--- config.mk ---
export PLATFORM = sky130hd
export DESIGN_NAME = dual_tmr_periph
export DESIGN_NICKNAME = d
export VERILOG_FILES = /design/src/rtl/tmr_pkg.sv /design/src/rtl/tmr_sync.sv /design/src/rtl/tmr_prescale.sv /design/src/rtl/tmr_channel.sv /design/src/rtl/dual_tmr_periph.sv
export SDC_FILE = /design/constraint.sdc
export NUM_CORES = 1
export LEC_CHECK = 0
export CAP_MARGIN = 10
export CORE_MARGIN = 4
export CORE_UTILIZATION = 60
export CTS_CLUSTER_DIAMETER = 40
export CTS_CLUSTER_SIZE = 25
export DETAILED_ROUTE_END_ITERATION = 10
export DONT_BUFFER_PORTS = 1
export PLACE_DENSITY_LB_ADDON = 0.3
export SLEW_MARGIN = 20
export SYNTH_ARGS = -nofsm -noshare
export SYNTH_HDL_FRONTEND = slang
export SYNTH_SLANG_ARGS = --single-unit
--- constraint.sdc ---
create_clock -name clk -period 3.04 [get_ports clk]
set_clock_uncertainty 0.1 [all_clocks]
set_input_delay 0.152 -clock clk [delete_from_list [all_inputs] [get_ports clk]]
set_output_delay 0.152 -clock clk [all_outputs]
set_load 0.01 [all_outputs]
--- src/rtl/tmr_pkg.sv ---
package tmr_pkg;
  localparam int NUM_CH = 2;
  localparam int CFG_W  = 4;

  typedef enum logic [1:0] {
    MD_13     = 2'b00,
    MD_16     = 2'b01,
    MD_RELOAD = 2'b10,
    MD_HOLD   = 2'b11
  } tmr_mode_e;

  typedef struct packed {
    logic      gate;
    logic      ext_src;
    tmr_mode_e mode;
  } tmr_cfg_t;
endpackage

--- src/rtl/tmr_sync.sv ---
module tmr_sync #(
  parameter int WIDTH  = 4,
  parameter int STAGES = 2
) (
  input  logic             clk,
  input  logic             rst_n,
  input  logic [WIDTH-1:0] pin,
  output logic [WIDTH-1:0] level
);
  logic [WIDTH-1:0] stage_q [STAGES];

  always_ff @(posedge clk or negedge rst_n) begin
    if (!rst_n) begin
      for (int s = 0; s < STAGES; s++) stage_q[s] <= '0;
    end else begin
      stage_q[0] <= pin;
      for (int s = 1; s < STAGES; s++) stage_q[s] <= stage_q[s-1];
    end
  end

  assign level = stage_q[STAGES-1];
endmodule

--- src/rtl/tmr_prescale.sv ---
module tmr_prescale #(
  parameter int DIV = 12
) (
  input  logic clk,
  input  logic rst_n,
  output logic tick
);
  localparam int W = (DIV > 1) ? $clog2(DIV) : 1;
  localparam logic [W-1:0] LAST = W'(DIV - 1);

  logic [W-1:0] cnt_q;

  always_ff @(posedge clk or negedge rst_n) begin
    if (!rst_n)            cnt_q <= '0;
    else if (cnt_q == LAST) cnt_q <= '0;
    else                   cnt_q <= cnt_q + 1'b1;
  end

  assign tick = (cnt_q == LAST);
endmodule

--- src/rtl/tmr_channel.sv ---
module tmr_channel
  import tmr_pkg::*;
#(
  parameter int BYTE_W = 8,
  parameter int PRE_W  = 5
) (
  input  logic              clk,
  input  logic              rst_n,
  input  logic              run,
  input  tmr_cfg_t          cfg,
  input  logic              tick,
  input  logic              ext_lvl,
  input  logic              gate_lvl,
  input  logic              wr_lo,
  input  logic              wr_hi,
  input  logic [BYTE_W-1:0] wdata,
  output logic [BYTE_W-1:0] cnt_lo,
  output logic [BYTE_W-1:0] cnt_hi,
  output logic              ovf
);
  logic              ext_prev_q;
  logic              ext_fall;
  logic              step;
  logic [BYTE_W-1:0] lo_n, hi_n;

  always_ff @(posedge clk or negedge rst_n) begin
    if (!rst_n) ext_prev_q <= 1'b0;
    else        ext_prev_q <= ext_lvl;
  end

  assign ext_fall = ext_prev_q & ~ext_lvl;
  assign step = run & (~cfg.gate | gate_lvl) & (cfg.ext_src ? ext_fall : tick);

  always_comb begin
    lo_n = cnt_lo;
    hi_n = cnt_hi;
    ovf  = 1'b0;
    if (step) begin
      unique case (cfg.mode)
        MD_13: begin
          if (&cnt_lo[PRE_W-1:0]) begin
            lo_n[PRE_W-1:0] = '0;
            hi_n = cnt_hi + 1'b1;
            ovf  = &cnt_hi;
          end else begin
            lo_n[PRE_W-1:0] = cnt_lo[PRE_W-1:0] + 1'b1;
          end
        end
        MD_16: begin
          {hi_n, lo_n} = {cnt_hi, cnt_lo} + 1'b1;
          ovf = &{cnt_hi, cnt_lo};
        end
        MD_RELOAD: begin
          if (&cnt_lo) begin
            lo_n = cnt_hi;
            ovf  = 1'b1;
          end else begin
            lo_n = cnt_lo + 1'b1;
          end
        end
        MD_HOLD: begin
        end
      endcase
    end
    if (wr_lo) lo_n = wdata;
    if (wr_hi) hi_n = wdata;
  end

  always_ff @(posedge clk or negedge rst_n) begin
    if (!rst_n) begin
      cnt_lo <= '0;
      cnt_hi <= '0;
    end else begin
      cnt_lo <= lo_n;
      cnt_hi <= hi_n;
    end
  end
endmodule

--- src/rtl/dual_tmr_periph.sv ---
module dual_tmr_periph
  import tmr_pkg::*;
#(
  parameter int         CLK_DIV     = 12,
  parameter int         SYNC_STAGES = 2,
  parameter logic [7:0] ADDR_CTL    = 8'h88,
  parameter logic [7:0] ADDR_MODE   = 8'h89,
  parameter logic [7:0] ADDR_LO     = 8'h8A,
  parameter logic [7:0] ADDR_HI     = 8'h8C
) (
  input  logic       clk,
  input  logic       rst_n,
  input  logic       sfr_wr,
  input  logic [7:0] sfr_addr,
  input  logic [7:0] sfr_wdata,
  output logic [7:0] sfr_rdata,
  input  logic       bit_wr,
  input  logic [2:0] bit_idx,
  input  logic       bit_val,
  input  logic [1:0] ext_cnt,
  input  logic [1:0] ext_gate
);
  localparam int RUN_BIT0  = 4;
  localparam int FLAG_BIT0 = 5;

  logic [7:0]        mode_q;
  logic [7:0]        ctl_q, ctl_n;
  logic [7:0]        cnt_lo [NUM_CH];
  logic [7:0]        cnt_hi [NUM_CH];
  logic [NUM_CH-1:0] ovf;
  logic              tick;
  logic [2*NUM_CH-1:0] pin_lvl;

  tmr_prescale #(.DIV(CLK_DIV)) u_prescale (
    .clk   (clk),
    .rst_n (rst_n),
    .tick  (tick)
  );

  tmr_sync #(.WIDTH(2*NUM_CH), .STAGES(SYNC_STAGES)) u_sync (
    .clk   (clk),
    .rst_n (rst_n),
    .pin   ({ext_gate, ext_cnt}),
    .level (pin_lvl)
  );

  for (genvar g = 0; g < NUM_CH; g++) begin : g_ch
    localparam logic [7:0] A_LO = ADDR_LO + 8'(g);
    localparam logic [7:0] A_HI = ADDR_HI + 8'(g);
    tmr_channel u_ch (
      .clk      (clk),
      .rst_n    (rst_n),
      .run      (ctl_q[RUN_BIT0 + 2*g]),
      .cfg      (tmr_cfg_t'(mode_q[CFG_W*g +: CFG_W])),
      .tick     (tick),
      .ext_lvl  (pin_lvl[g]),
      .gate_lvl (pin_lvl[NUM_CH + g]),
      .wr_lo    (sfr_wr && (sfr_addr == A_LO)),
      .wr_hi    (sfr_wr && (sfr_addr == A_HI)),
      .wdata    (sfr_wdata),
      .cnt_lo   (cnt_lo[g]),
      .cnt_hi   (cnt_hi[g]),
      .ovf      (ovf[g])
    );
  end

  // Software first, then hardware overflow sets win over any clear.
  always_comb begin
    ctl_n = ctl_q;
    if (sfr_wr && (sfr_addr == ADDR_CTL)) ctl_n = sfr_wdata;
    if (bit_wr) ctl_n[bit_idx] = bit_val;
    for (int c = 0; c < NUM_CH; c++) begin
      if (ovf[c]) ctl_n[FLAG_BIT0 + 2*c] = 1'b1;
    end
  end

  always_ff @(posedge clk or negedge rst_n) begin
    if (!rst_n) begin
      ctl_q  <= '0;
      mode_q <= '0;
    end else begin
      ctl_q <= ctl_n;
      if (sfr_wr && (sfr_addr == ADDR_MODE)) mode_q <= sfr_wdata;
    end
  end

  always_comb begin
    sfr_rdata = '0;
    if (sfr_addr == ADDR_CTL)  sfr_rdata = ctl_q;
    if (sfr_addr == ADDR_MODE) sfr_rdata = mode_q;
    for (int c = 0; c < NUM_CH; c++) begin
      if (sfr_addr == ADDR_LO + 8'(c)) sfr_rdata = cnt_lo[c];
      if (sfr_addr == ADDR_HI + 8'(c)) sfr_rdata = cnt_hi[c];
    end
  end
endmodule

Word level (Yosys, flattened, before mapping). Index checks and enable logic that the tools add are counted.

Latch bits: 0. Memories kept: 0. ROM bits: 0. Bits in registers: 62. Memory bits (writable): 0. Input port bits: 28.

Equal/unequal tests: 13. Multiplexer cells: 44. Shift operators: 0. Reductions and logical operators: 33. Divide/modulo/power cells: 0. Add/subtract/negate cells: 9. Bitwise operators: 12. $lt $le $gt $ge: 2. $mul: 0.

Operator list (count): two-way mux 8 bit (20); == test 8 bit, second input constant (6); adder 16 x 1 -> 16 bit, second input constant (2); adder 8 x 1 -> 8 bit, second input constant (4); one-hot mux 8 bit (2 select lines) (2); AND reduction 16 bit (2); AND reduction 8 bit (4); one-hot mux 5 bit (3 select lines) (2); one-hot mux 3 bit (2 select lines) (2); nonzero test 3 bit (4); two-way mux 1 bit (11); adder 5 x 1 -> 5 bit, second input constant (2); two-way mux 5 bit (2); AND reduction 5 bit (2); bitwise mux 8 bit (1); AND reduction 2 bit (4); nonzero test 2 bit (4); nonzero test 4 bit (2); logical AND 1 bit (7); AND 1 bit (6); inequality test 3 x 1 -> 1 bit, second input constant (2); one-hot mux 1 bit (3 select lines) (2); AND reduction 3 bit (2); adder 4 x 1 -> 4 bit, second input constant (1); other kinds (10) (17).

Logic depth before layout (Yosys ltp).
Depth after elaboration: 7. Mapped depth: 9. Mapped depth without buffers: 9.

Cells and area by module. A second synthesis with hierarchy kept.

Cell total of the unflattened synthesis: 510. Area total of the unflattened synthesis: 4558.1 um^2.

By module, submodules not included: tmr_channel at g_ch[0].u_ch (area each 1410.1 um^2, seq. area each 425.4 um^2, instances 1, cells each 171); tmr_channel at g_ch[1].u_ch (area each 1391.3 um^2, seq. area each 425.4 um^2, instances 1, cells each 160); dual_tmr_periph (area each 1352.5 um^2, seq. area each 400.4 um^2, instances 1, cells each 153); tmr_sync (area each 230.2 um^2, seq. area each 200.2 um^2, instances 1, cells each 12); tmr_prescale (area each 173.9 um^2, seq. area each 100.1 um^2, instances 1, cells each 14).

Worst setup path after synthesis. No wires, ideal clock.

Path type: reg2reg. Start point: register g_ch[0].u_ch.cnt_lo[0]. End point: register g_ch[0].u_ch.cnt_hi[4]. Library setup time: 0.077 ns. Period minus slack after synthesis: 2.139 ns. Cell stages (with the launch flop): 10. Data arrival time: 1.962 ns. Buffers on the path: 0. Setup slack: 0.901 ns. Path through: dfrtp_1 > ha_1 > and3_1 > ha_1 > mux2_2 > o2111ai_1 > a21oi_1 > nand4_1 > xor2_1 > a21oi_1.

Longest elaborated chain between the ends: 4.

RTL lines: start: declaration (line tmr_channel.sv:17) `output logic [BYTE_W-1:0] cnt_lo,`; start signal: assignment (line tmr_channel.sv:74) `cnt_lo <= lo_n;`; adder 16 x 1 -> 16 bit (line tmr_channel.sv:50) `{hi_n, lo_n} = {cnt_hi, cnt_lo} + 1'b1;`; one-hot mux 8 bit (2 select lines) (line tmr_channel.sv:39) `unique case (cfg.mode)`; two-way mux 8 bit (line tmr_channel.sv:38) `if (step) begin`; two-way mux 8 bit (line tmr_channel.sv:66) `if (wr_hi) hi_n = wdata;`; end signal: assignment (line tmr_channel.sv:75) `cnt_hi <= hi_n;`; end: declaration (line tmr_channel.sv:18) `output logic [BYTE_W-1:0] cnt_hi,`.

Parallel ways exist; a longest one is shown, timed or not. The select of a mux whose other input is x is not followed. A chain may end at the register's enable or synchronous reset.

Worst setup path after layout.
Start point: register g_ch[0].u_ch.cnt_lo[0]. End point: register g_ch[0].u_ch.cnt_hi[6].

Same word-level chain as after synthesis.

==> impl_metrics.yaml <==
global_routing:
  grtUsageMet2_pct: 48.7
  grt.busiest_layer: "met2"
  grt_start_max_net_pins: 63
  grt.met3_usage_pct: 7.22
  use_met1_pct: 39.2
  first_global_vias: 3843
  antenna_found_initial: 0
  grt_pass1_wl_mm: 20.1
  grt_overflow: 0
  grt_usage_pct: 30.6
floorplan:
  core-area_mm2: 0.00683
  die_height_um: 91.9
  ios: 36
  row_count: 30
  die_w_um: 91.9
  start_util_pct: 61.8
  die_area_mm2: 0.00845
placed_design:
  dp_hpwl_mm: 8.42
  pre_cts_ws_ps: 523
  place.gp.congestion: 0.976
  io_buffer_count: 0
drt:
  vias: 4082
  drt_first_pass_iters: 6
  drtIter0Drc: 335
  drtAntennaViolNets: 0
  via_per_inst: 6.57
  totalWireLength_mm: 12.3
  drc: 0
  wl_per_cell_um: 19.8
critical_path:
  timing.rr.start: "g_ch[0].u_ch.cnt_lo[0]$_DFFE_PN0P_"
  cp_num_buf_inv: 0
  crit_path_max_incr_delay_ps: 460
  crit_path_end: "g_ch[0].u_ch.cnt_hi[6]$_DFFE_PN0P_"
  reg2reg_to: "g_ch[0].u_ch.cnt_hi[6]$_DFFE_PN0P_"
  reg2reg_slack_ps: 480
  crit_chain: "ha_1 -> and3_1 -> ha_1 -> mux2_2 -> o2111ai_1 -> a21oi_1 -> nand4_1 -> xor2_1 -> a21oi_1"
  crit_arrival_ps: 2730
  path_depth: 9
  crit_family: "compound AO/OA/AOI/OAI gates"
  critPathKind: "reg -> reg"
  crit_slowest_cell: "dfrtp_1"
  worstPathRequired_ps: 3210
  worstPathMaxFanout: 6
  critPathCaptureType: "flop"
  worstSetupStartpoint: "g_ch[0].u_ch.cnt_lo[0]$_DFFE_PN0P_"
  r2r_cells: 9
  start_kind: "flop"
timing:
  worst_slack_ps: 477
  rsz0062_at_grt: "false"
  setup_viol: 0
  slew_headroom_pct: 49.0
  fmax_mhz: 390
  slew_viol_final: 0
  post-route-min-period_ps: 2560
  hold_viol: 0
  layout_worst_path_cycle_share_pct: 84.3
  finalSetupTns_ps: 0
  worst_slew_pin_slew_ps: 758
synthesis:
  synthDistinctLibCells: 67
  postSynthAreaPerCell_um2: 8.33
  synth-simple-area-share_pct: 24.3
  synth_edf_count: 0
  synth_xor_area_share_pct: 3.94
  synth_top_flop_cell: "dfrtp_1"
  ys_warn_count: 0
  synth_top_family_by_area: "simple AND/OR/NAND/NOR gates"
  yosysSeqAreaShare_pct: 36.7
  muxShareOfSynthArea_pct: 4.83
  syn_inst: 507
  synthArstFlopShare_pct: 100
  synth_area_mm2: 0.00423
  synth-seq-cells: 62
  synth_fa_ha_area_share_pct: 4.44
  synth_compound_area_share_pct: 21.6
  synthesis.nets: 550
power:
  powerDensity_mw_per_mm2: 589
  switchingPower_mw: 1.03
  combPwrFrac_pct: 28.0
  p_leak_nw: 1.84
  switching_share_pct: 37.2
  total_power_mw: 2.76
  ir_drop_mv: 0.509
  clkPwrFrac_pct: 27.4
  p_int_mw: 1.73
  seq_power_share_pct: 44.6
cts:
  post-cts-setup-buffers: 0
  htreeDepth: 3
  cts.sinks: 62
  clk_pin_slew_ps: 70
  clk_latency_ps: 360
  hold_buffers: 23
  clockBufferDepth: 2
  cts_resized: 0
  tritoncts: "done"
  root_buffer: "clkbuf_8"
  cts_buffers: 9
min_path:
  hp-class: "in -> reg"
outcome:
  status: "finished, final reports clean"
final_layout:
  syn_to_final_growth_pct: 10.9
  drive_gt1_share_pct: 8.02
  num-fill-cells: 553
  layout.nets: 562
  final_util_pct: 68.6
flow_run:
  cap_violations: 0
## how the worst min path moves through the flow
stage,start,endpoint,slack (ps),cells after the start
2_1_floorplan,rst_n,ctl_q[0]$_DFF_PN0_,-240,0
3_3_place_gp,rst_n,g_ch[1].u_ch.cnt_lo[3]$_DFFE_PN0P_,-240,0
3_5_place_dp,rst_n,g_ch[1].u_ch.cnt_lo[3]$_DFFE_PN0P_,-240,0
4_1_cts,bit_idx[0],ctl_q[5]$_DFF_PN0_,3,3
5_1_grt,bit_idx[2],ctl_q[2]$_DFF_PN0_,40,2
6_report,bit_idx[0],ctl_q[5]$_DFF_PN0_,30,3
## synthesized netlist by cell type, types with 2 or more instances
cell type / instances / area, µm²
a311oi_1: 2 / 17.5
nand4b_1: 3 / 26.3
a22oi_1: 2 / 15.0
inv_1: 14 / 52.6
or2_2: 2 / 12.5
mux2_2: 11 / 124
o22ai_1: 6 / 37.5
nand2_1: 46 / 173
o211ai_1: 3 / 22.5
o221ai_1: 2 / 17.5
and3_1: 9 / 56.3
a21o_1: 2 / 15.0
nand2b_1: 6 / 37.5
nand3_1: 15 / 75.1
xnor2_1: 4 / 35.0
nor4_1: 2 / 12.5
mux2i_1: 8 / 80.1
o22a_1: 6 / 52.6
a211oi_1: 4 / 30.0
or3_1: 2 / 12.5
a31oi_1: 4 / 25.0
and2_1: 3 / 18.8
o31ai_1: 8 / 60.1
dfrtp_1: 62 / 1550
nand4_1: 13 / 81.3
buf_6: 2 / 22.5
clkbuf_1: 16 / 60.1
ha_1: 15 / 188
nor2b_1: 4 / 25.0
buf_2: 2 / 10.0
o2111ai_1: 2 / 17.5
buf_4: 2 / 15.0
nor3_1: 7 / 35.0
and2b_2: 2 / 17.5
o32ai_1: 2 / 17.5
xor2_1: 15 / 131
nor2_1: 76 / 285
a21oi_1: 53 / 265
nor3b_1: 2 / 15.0
o21ai_0: 39 / 195
and3b_1: 3 / 26.3
## placed cells by master, fill, tap and decap left out, drive strengths merged, types with 14 or more instances in the layout
cell type,netlist,layout
a21oi,53,53
dfrtp,62,62
dlygate4sd3,0,22
ha,15,15
inv,14,14
nand2,46,46
nand3,17,17
nand4,14,14
nor2,76,76
o21ai,39,39
xor2,15,15
## sequential cells by signal, indices dropped and copies added, names as in the netlist
register	flops
u_prescale.cnt_q	4
g_ch.u_ch.cnt_lo	16
g_ch.u_ch.cnt_hi	16
mode_q	8
u_sync.stage_q	4
ctl_q	8
g_ch.u_ch.ext_prev_q	2
u_sync.level	4
## tightest hold or removal path, cell delays in order
cell and delay (ps):
nand3_1 90, nor3_1 70, o32ai_1 110
## per-stage QoR
| step | instances | hold slack, ps | instance area (µm²) |
|---|---|---|---|
| 2_1_floorplan | 507 | -244 | 4230 |
| 3_5_place_dp | 581 | -242 | 4240 |
| 4_1_cts | 620 | 2.61 | 4680 |
| 6_report | 621 | 25.1 | 4690 |
| 5_1_grt | 620 | 35.0 | 4680 |
| 3_3_place_gp | 581 | -242 | 4240 |
## metal layers
metal	up-vias	part of all wire [%]
met3	55	9.3
met1	1937	40
met4	0	4.8
met2	227	46
li1	1863	-
met5	-	0
## cells by family after synthesis
family | Yosys count
muxes | 19
buffers and inverters | 38
AOI/OAI and AO/OA | 148
DFF | 62
adders and majority gates | 15
xor gates and xnor gates | 19
and+or+nand+nor | 206
## area by class of cell
class	count	area [µm²]	share of cell area (%)
inverters	14	52.6	1.12
clock buffers	11	141	3.02
repair buffers	25	263	5.61
diodes	1	2.50	0.0534
flip-flops and latches	62	1550	33.1
well taps	96	120	2.56
multi-input cells	407	2500	53.3
clock inverters	5	58.8	1.26
## power groups by stage
stage / sequential [mW] / combinational, mW / clock (mW)
3_5_place_dp: 1.23 / 0.690 / 0
5_1_grt: 1.25 / 0.875 / 0.799
6_report: 1.23 / 0.772 / 0.758
2_1_floorplan: 1.11 / 0.661 / 0
4_1_cts: 1.22 / 0.763 / 0.767
3_3_place_gp: 1.23 / 0.683 / 0
No activity file was read; power rests on OpenSTA's default activity.
